`src/rtl/ira_pkg.sv`:
```
package ira_pkg;
  localparam logic [2:0]  ADDR_LO     = 3'd0;
  localparam logic [2:0]  ADDR_HI     = 3'd1;
  localparam logic [2:0]  ADDR_IRA    = 3'd3;
  localparam logic [2:0]  ADDR_IWA    = 3'd4;
  localparam logic [11:0] OFF_CARRIER = 12'h006;
  localparam logic [11:0] OFF_TIMING  = 12'h009;
  localparam logic [11:0] OFF_GAIN    = 12'h00F;
  localparam logic [11:0] OFF_LEVEL   = 12'h806;
  localparam logic [3:0]  NIB_GLOBAL  = 4'hF;

  typedef enum logic [2:0] {
    SRC_NONE,
    SRC_CARRIER,
    SRC_TIMING,
    SRC_GAIN,
    SRC_LEVEL
  } src_e;
endpackage

```
`src/rtl/ira_decode.sv`:
```
module ira_decode
  import ira_pkg::*;
#(
  parameter int NCH = 4,
  localparam int CW = $clog2(NCH)
) (
  input  logic [15:0]   ind_addr,
  output src_e          src,
  output logic [CW-1:0] chan,
  output logic          nib_ok,
  output logic          gain_wr_ok
);
  logic [3:0]  nib;
  logic [11:0] off;
  logic        is_chan;

  assign nib        = ind_addr[15:12];
  assign off        = ind_addr[11:0];
  assign is_chan    = int'(nib) < NCH;
  assign nib_ok     = is_chan || (nib == NIB_GLOBAL);
  assign chan       = nib[CW-1:0];
  assign gain_wr_ok = nib_ok && (off == OFF_GAIN);

  always_comb begin
    src = SRC_NONE;
    if (nib == NIB_GLOBAL) begin
      if (off == OFF_LEVEL) src = SRC_LEVEL;
    end else if (is_chan) begin
      case (off)
        OFF_CARRIER: src = SRC_CARRIER;
        OFF_TIMING:  src = SRC_TIMING;
        OFF_GAIN:    src = SRC_GAIN;
        default:     src = SRC_NONE;
      endcase
    end
  end
endmodule

```
`src/rtl/ira_snapshot.sv`:
```
module ira_snapshot #(
  parameter int NCH = 4,
  parameter int FW  = 32,
  localparam int CW = $clog2(NCH)
) (
  input  logic                    clk,
  input  logic                    rst,
  input  logic                    fetch,
  input  logic                    use_timing,
  input  logic [CW-1:0]           chan,
  input  logic [NCH-1:0][FW-1:0]  carrier,
  input  logic [NCH-1:0][FW-1:0]  timing,
  output logic [FW-1:0]           snap
);
  logic [FW-1:0] picked;

  assign picked = use_timing ? timing[chan] : carrier[chan];

  always_ff @(posedge clk) begin
    if (rst)        snap <= '0;
    else if (fetch) snap <= picked;
  end


  snap_load_chk: assert property (@(posedge clk) disable iff (rst)
    fetch |=> snap == $past(picked));

  snap_hold_chk: assert property (@(posedge clk) disable iff (rst)
    !fetch |=> $stable(snap));
endmodule

```
`src/rtl/ira_gain_bank.sv`:
```
module ira_gain_bank #(
  parameter int NCH = 4,
  parameter int GW  = 16
) (
  input  logic                   clk,
  input  logic                   rst,
  input  logic                   capture,
  input  logic [NCH-1:0][GW-1:0] gain_in,
  output logic [NCH-1:0][GW-1:0] gain_q
);
  for (genvar g = 0; g < NCH; g++) begin : g_ch
    always_ff @(posedge clk) begin
      if (rst)          gain_q[g] <= '0;
      else if (capture) gain_q[g] <= gain_in[g];
    end
  end


  gain_cap_chk: assert property (@(posedge clk) disable iff (rst)
    capture |=> gain_q == $past(gain_in));

  gain_hold_chk: assert property (@(posedge clk) disable iff (rst)
    !capture |=> $stable(gain_q));
endmodule

```
`src/rtl/ira_read_port.sv`:
```
module ira_read_port
  import ira_pkg::*;
#(
  parameter int NCH = 4,
  parameter int DW  = 16,
  parameter int FW  = 32,
  parameter int GW  = 16,
  localparam int CW = $clog2(NCH)
) (
  input  logic                   clk,
  input  logic                   rst,
  input  logic                   host_wr,
  input  logic                   host_rd,
  input  logic [2:0]             host_addr,
  input  logic [DW-1:0]          host_wdata,
  output logic [DW-1:0]          host_rdata,
  output logic                   rd_err,
  input  logic [NCH-1:0][FW-1:0] carrier_freq,
  input  logic [NCH-1:0][FW-1:0] timing_freq,
  input  logic [NCH-1:0][GW-1:0] agc_gain,
  input  logic [FW-1:0]          level_det
);
  logic [15:0]   ind_addr_q;
  logic          fetch_q;
  src_e          rd_src, wr_src;
  logic [CW-1:0] rd_chan, wr_chan;
  logic          rd_nib_ok, wr_nib_ok, rd_gain_ok, wr_gain_ok;
  logic [FW-1:0] snap;
  logic [NCH-1:0][GW-1:0] gain_q;
  logic [FW-1:0] word;
  logic          ira_wr, iwa_wr, data_rd;

  assign ira_wr  = host_wr && host_addr == ADDR_IRA;
  assign iwa_wr  = host_wr && host_addr == ADDR_IWA;
  assign data_rd = host_rd && (host_addr == ADDR_LO || host_addr == ADDR_HI);

  ira_decode #(.NCH(NCH)) u_rd_dec (
    .ind_addr(ind_addr_q), .src(rd_src), .chan(rd_chan),
    .nib_ok(rd_nib_ok), .gain_wr_ok(rd_gain_ok));

  ira_decode #(.NCH(NCH)) u_wr_dec (
    .ind_addr(host_wdata[15:0]), .src(wr_src), .chan(wr_chan),
    .nib_ok(wr_nib_ok), .gain_wr_ok(wr_gain_ok));

  always_ff @(posedge clk) begin
    if (rst) begin
      ind_addr_q <= '0;
      fetch_q    <= 1'b0;
    end else begin
      fetch_q <= ira_wr && (wr_src == SRC_CARRIER || wr_src == SRC_TIMING);
      if (ira_wr) ind_addr_q <= host_wdata[15:0];
    end
  end

  ira_snapshot #(.NCH(NCH), .FW(FW)) u_snap (
    .clk(clk), .rst(rst), .fetch(fetch_q),
    .use_timing(rd_src == SRC_TIMING), .chan(rd_chan),
    .carrier(carrier_freq), .timing(timing_freq), .snap(snap));

  ira_gain_bank #(.NCH(NCH), .GW(GW)) u_gain (
    .clk(clk), .rst(rst), .capture(iwa_wr && wr_gain_ok),
    .gain_in(agc_gain), .gain_q(gain_q));

  always_comb begin
    word = '0;
    case (rd_src)
      SRC_CARRIER, SRC_TIMING: word = snap;
      SRC_GAIN:                word = FW'(gain_q[rd_chan]);
      SRC_LEVEL:               word = level_det;
      default:                 word = '0;
    endcase
  end

  always_ff @(posedge clk) begin
    if (rst) begin
      host_rdata <= '0;
      rd_err     <= 1'b0;
    end else if (host_rd) begin
      case (host_addr)
        ADDR_LO: host_rdata <= word[DW-1:0];
        ADDR_HI: host_rdata <= word[2*DW-1:DW];
        default: host_rdata <= '0;
      endcase
      if (data_rd && !rd_nib_ok) rd_err <= 1'b1;
    end
  end


  init_chk: assert property (@(posedge clk) rst |=> host_rdata == '0 && !rd_err);

  rdata_hold_chk: assert property (@(posedge clk) disable iff (rst)
    !host_rd |=> $stable(host_rdata));

  err_sticky_chk: assert property (@(posedge clk) disable iff (rst)
    rd_err |=> rd_err);

  bad_nib_chk: assert property (@(posedge clk) disable iff (rst)
    (data_rd && !rd_nib_ok) |=> host_rdata == '0 && rd_err);

  fetch_after_ira_chk: assert property (@(posedge clk) disable iff (rst)
    fetch_q |-> $past(ira_wr));
endmodule

```
`config.mk`:
```
export PLATFORM = sky130hd
export DESIGN_NAME = ira_read_port
export DESIGN_NICKNAME = d
export VERILOG_FILES = /design/src/rtl/ira_pkg.sv /design/src/rtl/ira_decode.sv /design/src/rtl/ira_snapshot.sv /design/src/rtl/ira_gain_bank.sv /design/src/rtl/ira_read_port.sv
export SDC_FILE = /design/constraint.sdc
export NUM_CORES = 1
export LEC_CHECK = 0
export ABC_AREA = 1
export BUFFER_PORTS_ARGS = -buffer_cell sky130_fd_sc_hd__buf_4
export CAP_MARGIN = 15
export CORE_AREA = 4 4 152 154
export CTS_CLUSTER_SIZE = 16
export DETAILED_ROUTE_END_ITERATION = 12
export DIE_AREA = 0 0 156 158
export HOLD_SLACK_MARGIN = 0.15
export PLACE_DENSITY = 0.7
export SLEW_MARGIN = 20
export SYNTH_ARGS = -nofsm -noshare
export SYNTH_HDL_FRONTEND = slang
export SYNTH_SLANG_ARGS = --single-unit
```
`constraint.sdc`:
```
create_clock -name clk -period 1.5 [get_ports clk]
set_input_delay 0.15 -clock clk [delete_from_list [all_inputs] [get_ports clk]]
set_output_delay 0.15 -clock clk [all_outputs]
set_load 0.01 [all_outputs]
```
======== Yosys cells after proc, flatten, opt, wreduce, memory -nomap -nowiden ========
Index checks and enable logic that the tools add are counted.
operators by class
  $lt $le $gt $ge ......................... 3
  reductions and logical operators ........ 15
  equality and inequality tests ........... 19
  mux-type cells .......................... 17
operators by type and width
  kind                    count
  $bmux W32 S2            2
  $mux W32                3
  $pmux W32 S3            1
  $eq A12 B4 Y1 const B   4
  $bmux W16 S2            1
  $pmux W16 S2            1
  $eq A12 B12 Y1 const B  2
  $eq A12 B3 Y1 const B   2
  $mux W3                 6
  $mux W16                1
  $eq A3 B2 Y1 const B    4
  $pmux W2 S3             2
  $eq A3 B1 Y1 const B    3
  $eq A4 B4 Y1 const B    2
  $lt A4 B3 Y1 const B    2
  $logic_and A1 B1 Y1     7
  $eq A3 B3 Y1 const B    2
  $logic_or A1 B1 Y1      4
  $logic_not A3 Y1        1
  $lt A2 B3 Y1 const B    1
  $reduce_and A2 Y1       1
  $reduce_or A2 Y1        1
  $logic_not A1 Y1        1
word-level totals
  word-level logic and storage cells ...... 63
  input port bits ......................... 375
  flip-flop bits (word level) ............. 130
  output and inout port bits .............. 17

======== Logic depth before layout (Yosys ltp) ========
  depth in word-level cells ............... 8
  depth in mapped cells ................... 14
  depth with buffers taken out ............ 12

======== Modules after synthesis ========
From an unflattened synthesis, not the netlist that was laid out.
second synthesis, totals
  cells, all modules ...................... 1881
  area total of the unflattened synthesis .. 9992.1 µm²
modules (own cells, without submodules)
  module         area each (µm²)  sequential area each (µm²)  times used  cells each
  ira_snapshot   4241.6           640.6                       1           894
  ira_read_port  2788.9           680.7                       1           518
  ira_gain_bank  2666.3           1281.2                      1           405
  ira_decode     147.6            0.0                         2           32

======== Worst setup path before layout ========
OpenSTA, ideal clock, no wires.
  path type ............................... register -> register
  start point ............................. register ind_addr_q[6]
  end point ............................... register u_snap.snap[0]
  data arrival time ....................... 1.341 ns
  setup time .............................. 0.132 ns
  clock period less this slack ............ 1.473 ns
  required time ........................... 1.368 ns
  buffers on the path ..................... 1
  stages on the path, launching flop included .. 12
  slack ................................... 0.027 ns
  path through ............................ dfxtp_1 > nor2_1 > nand2_1 > nor2_4 > nand2_2 > nor2_4 > inv_2 > buf_2 > nor2_1 > nor2_1 > o21ai_1 > a21oi_1
on the way
  cells in the longest elaborated chain, start to end .. 6
  elaborated cells on any way between the ends .. 10
  those cells by class .................... 5 x eq/ne; 5 x mux
ends and longest elaborated chain
  item                                         line                 RTL
  start, declared                              ira_read_port.sv:23  logic [15:0] ind_addr_q;
  start signal, assigned                       ira_read_port.sv:51  if (ira_wr) ind_addr_q <= host_wdata[15:0];
  $eq A12 B4 Y1, or another cell as far along  n/a
  $pmux W2 S3                                  ira_decode.sv:29     case (off)
  $mux W3                                      ira_decode.sv:28     end else if (is_chan) begin
  $mux W3 (*)                                  ira_decode.sv:26     if (nib == NIB_GLOBAL) begin
  $eq A3 B2 Y1 (*)                             ira_read_port.sv:57  .use_timing(rd_src == SRC_TIMING), .chan(rd_chan),
  $mux W32 (*)                                 ira_snapshot.sv:17   assign picked = use_timing ? timing[chan] : carrier[chan];
  end signal, assigned                         ira_snapshot.sv:21   else if (fetch) snap <= picked;
  end, declared                                ira_snapshot.sv:13   output logic [FW-1:0] snap
Mark *: on every way between the ends. The rest lies on a longest branch, timed or not.
A chain may end at the register's enable or synchronous reset.

======== Worst setup path in the final report ========
  start point ............................. register ind_addr_q[12]
  end point ............................... register u_snap.snap[27]
on the way
  cells in the longest elaborated chain, start to end .. 5
  elaborated cells on any way between the ends .. 10
  those cells by class .................... 1 x order compare; 2 x eq/ne; 7 x mux
ends and longest elaborated chain
  item          line                 RTL
  $lt A4 B3 Y1  ira_decode.sv:19     assign is_chan = int'(nib) < NCH;
  $mux W3       ira_decode.sv:28
  $mux W3       ira_decode.sv:26
  $eq A3 B2 Y1  ira_read_port.sv:57
  $mux W32 (*)  ira_snapshot.sv:17
Mark *: on every way between the ends. The rest lies on a longest branch, timed or not. The select of a mux whose other input is x is not followed.

==> flow_summary_export.csv <==
group,metric,value,unit
status,status,"finished, violations left",
status,violations,"negative setup slack",
worst_setup_path,r2r_cells,9,
floorplan,fp-row-count,54,
pwr,netSwitchingFraction,0.284,
yosys,synth_compound_area_frac,0.291,
sta,slew_headroom,0.660,
floorplan,fp.dieArea,24600,um^2
global_route,antenna_found_initial,2,
worst_setup_path,crit_chain,"inv_8 -> bufbuf_16 -> buf_4 -> nor2_1 -> o22ai_2 -> nor2_1 -> nor2_1 -> o21ai_2 -> a21oi_1",
placed_design,place.gp.congestion,1.01,
floorplan,start_util,0.379,
yosys,syn-instance-count,1359,
cells_and_area,multiInputGateArea,5370,um^2
sta,min_period_over_period,1.13,
yosys,async_flop_share,0,
sta,timing.fmax,588,MHz
floorplan,die_h,158,um
pwr,p_sw,2.78,mW
worst_setup_path,max_stage_delay,400,ps
worst_setup_path,startpoint_type,"register",
global_route,grt_max_degree,65,
detailed_routing,wl_per_cell,19.6,um
min_path,holdCritPathClass,"in2reg",
pwr,internal_power,7.02,mW
worst_setup_path,reg2reg_to,"u_snap.snap[27]$_SDFFE_PP0P_",
pwr,comb_power_share,0.221,
worst_setup_path,crit_slowest_cell,"dfxtp_4",
cells_and_area,final_cell_mix,"440 x buf_4, 245 x nor2_1, 156 x nand2_1",
worst_setup_path,crit_top_cell,"nor2_1",
yosys,syn-num-nets,1734,
worst_setup_path,crit_path_end_kind,"register",
sta,finalCriticalPeriod,1700,ps
worst_setup_path,r2r-start,"ind_addr_q[12]$_SDFFE_PP0P_",
cts,clock_path_buffers,2,
job,maxCapViolations,0,
yosys,synth_edf_count,0,
yosys,yosysSeqAreaShare,0.316,
yosys,synthAdderAreaFrac,0,
sta,worst_pin_slew,510,ps
sta,layout_setup_ws,-201,ps
detailed_routing,first_iter_violations,1024,
cts,clkSinkCount,130,
yosys,synth_mux_area_frac,0,
placed_design,portBuffers,391,
cells_and_area,seq_area,2620,um^2
cells_and_area,fillers,1811,
pwr,peakVddDrop,0.821,mV
sta,finalHoldViolations,0,
min_path,min_from,"host_wdata[4]",
detailed_routing,drtAntennaViolNets,0,
global_route,grt_usage,0.314,
detailed_routing,drtPass1Iterations,6,
cts,cts_tree,"done",
detailed_routing,drc,0,
yosys,synth_simple_gate_area_frac,0.274,
detailed_routing,wl,42.5,mm
global_route,grt_pass1_wl,60.2,mm
yosys,syn_avg_cell_area,6.05,um^2
sta,finalSetupViolCount,80,
detailed_routing,vias,11669,
cells_and_area,final_nets,2243,
cts,clk_pin_slew,60,ps
min_path,hold_path_end,"ind_addr_q[4]$_SDFFE_PP0P_",
sta,drv_slew,0,
cts,htreeDepth,4,
worst_setup_path,crit_required,1850,ps
yosys,synth_area_leader_cell,"dfxtp_1",
yosys,synth.top_cells.by_area,"dfxtp_1 32%, nor2_1 14%, o21ai_0 14%, nand2_1 7.6%, a21oi_1 7.3%",
worst_setup_path,cp_max_fo,12,
detailed_routing,via_per_inst,5.40,
placed_design,dp_slack,-363,ps
pwr,powerDensity,663,nW/um^2
cells_and_area,area_delta_synth_final,79.7,%
yosys,synth_xor_area_frac,0,
cts,root_buffer,"clkbuf_16",
floorplan,ios,392,
yosys,ys.flop_type,"dfxtp_1",
yosys,yosys.area.top_type_share,0.316,
yosys,synth_area,8230,um^2
yosys,yosys_warnings,0,
cells_and_area,drive_above_1_share,0.384,
global_route,grt_pass1_vias,10985,
floorplan,core_area,21700,um^2
worst_setup_path,crit_type,"reg2reg",
pwr,seqPwrFrac,0.359,
min_path,hold_depth,4,
yosys,ys_types,29,
cells_and_area,layout_commonest_cell,"buf_4",
cts,clkLatencyLatePin,440,ps
worst_setup_path,arrival,2050,ps
cts,cts-buffers-inserted,17,
sta,fin_skew,14.9,ps
global_route,grt-ovfl-total,0,
sta,rsz0062_at_grt,"yes",
yosys,ys_ff_latch,130,
floorplan,die_w,156,um
worst_setup_path,r2r_slack,-200,ps
placed_design,dpl.hpwl,29.3,mm
pwr,p_leak,6.39,nW
pwr,clkPwrFrac,0.420,
yosys,synth_top_family_by_area,"compound AO/OA/AOI/OAI gates",
pwr,power,9.80,mW
-- worst max-delay path, delay by kind of cell, from the launching register on --
kind                   cells  cell delay (ps)
and+or+nand+nor            3              240
AOI/OAI and AO/OA          3              420
DFF                        1              400
buffers and inverters      3              540
-- final cells by class --
| cell class | instances | area share |
|---|---|---|
| Tap cell | 280 | 0.0237 |
| Clock buffer | 18 | 0.0305 |
| Inverter | 117 | 0.0319 |
| Sequential cell | 130 | 0.177 |
| Multi-Input combinational cell | 1006 | 0.363 |
| Clock inverter | 14 | 0.00863 |
| Antenna cell | 1 | 0.000169 |
| Timing Repair inverter | 1 | 0.00110 |
| Timing Repair Buffer | 595 | 0.364 |
-- state kept, by name (all words and copies together) (netlist names) --
name           flops
rd_err             1
u_gain.gain_q     64
host_rdata        16
ind_addr_q        16
fetch_q            1
u_snap.snap       32
-- logic make-up after synthesis --
logic type,after synthesis
simple gates,555
compound gates,451
buf+inv,223
flops,130
-- cell usage after synthesis (4+ instances only) --
cell,instances
inv_1,110
nor2_1,310
dfxtp_1,130
nor3_1,4
buf_2,37
buf_4,9
o21ai_1,22
buf_6,7
nand4_1,9
o22ai_1,65
a21oi_1,120
o211ai_1,21
clkbuf_1,51
o21ai_0,222
nand3_1,51
nand2_1,167
inv_2,4
-- power groups by stage --
stage	combinational, mW	sequential [mW]	clock (mW)
6_report	2.16	3.52	4.11
5_1_grt	2.31	3.52	4.31
3_3_place_gp	1.63	3.59	0
2_1_floorplan	0.549	3.59	0
3_5_place_dp	1.64	3.59	0
4_1_cts	2.00	3.52	4.16
-- metrics by stage --
step           area (um^2)  TNS (ps)   util  hold WS, ps  instances
4_1_cts              14100     -5270  0.650          150       2148
5_1_grt              14800    -12360  0.682          151       2162
3_3_place_gp         11700     -6200  0.541          432       1998
2_1_floorplan         8230         0      -          299       1359
3_5_place_dp         11700     -7940  0.541          436       1998
6_report             14800     -5750  0.682          123       2162
-- worst max-delay path by stage --
stage                                start                      endpoint  slack, ps  depth (start not counted)
2_1_floorplan   ind_addr_q[6]$_SDFFE_PP0P_   u_snap.snap[0]$_SDFFE_PP0P_         30                         11
6_report       ind_addr_q[12]$_SDFFE_PP0P_  u_snap.snap[27]$_SDFFE_PP0P_       -200                          9
4_1_cts         ind_addr_q[8]$_SDFFE_PP0P_    host_rdata[2]$_SDFFE_PP0P_       -170                         11
5_1_grt        ind_addr_q[10]$_SDFFE_PP0P_    host_rdata[2]$_SDFFE_PP0P_       -290                         12
3_5_place_dp    ind_addr_q[2]$_SDFFE_PP0P_  u_snap.snap[29]$_SDFFE_PP0P_       -360                          9
3_3_place_gp    ind_addr_q[3]$_SDFFE_PP0P_  u_snap.snap[29]$_SDFFE_PP0P_       -280                         10
-- layer usage --
metal  global-route usage  vias up  routed length (um)
met5                    0        -                  13
met4                0.124        2                1770
met1                0.374     5399               16000
met3               0.0667      121                3730
li1                     -     5545                   -
met2                0.553      602               21000
-- timing repair --
item / 4_1_cts / 5_1_grt
pin swaps: 31 / 46
hold endpoints to repair: 92 / 3
setup endpoints to repair: 48 / 113
resized for setup: 140 / 226
setup buffers: 12 / 8
gates cloned: 8 / 9
hold buffers: 98 / 2
No activity file was read; power rests on OpenSTA's default activity.
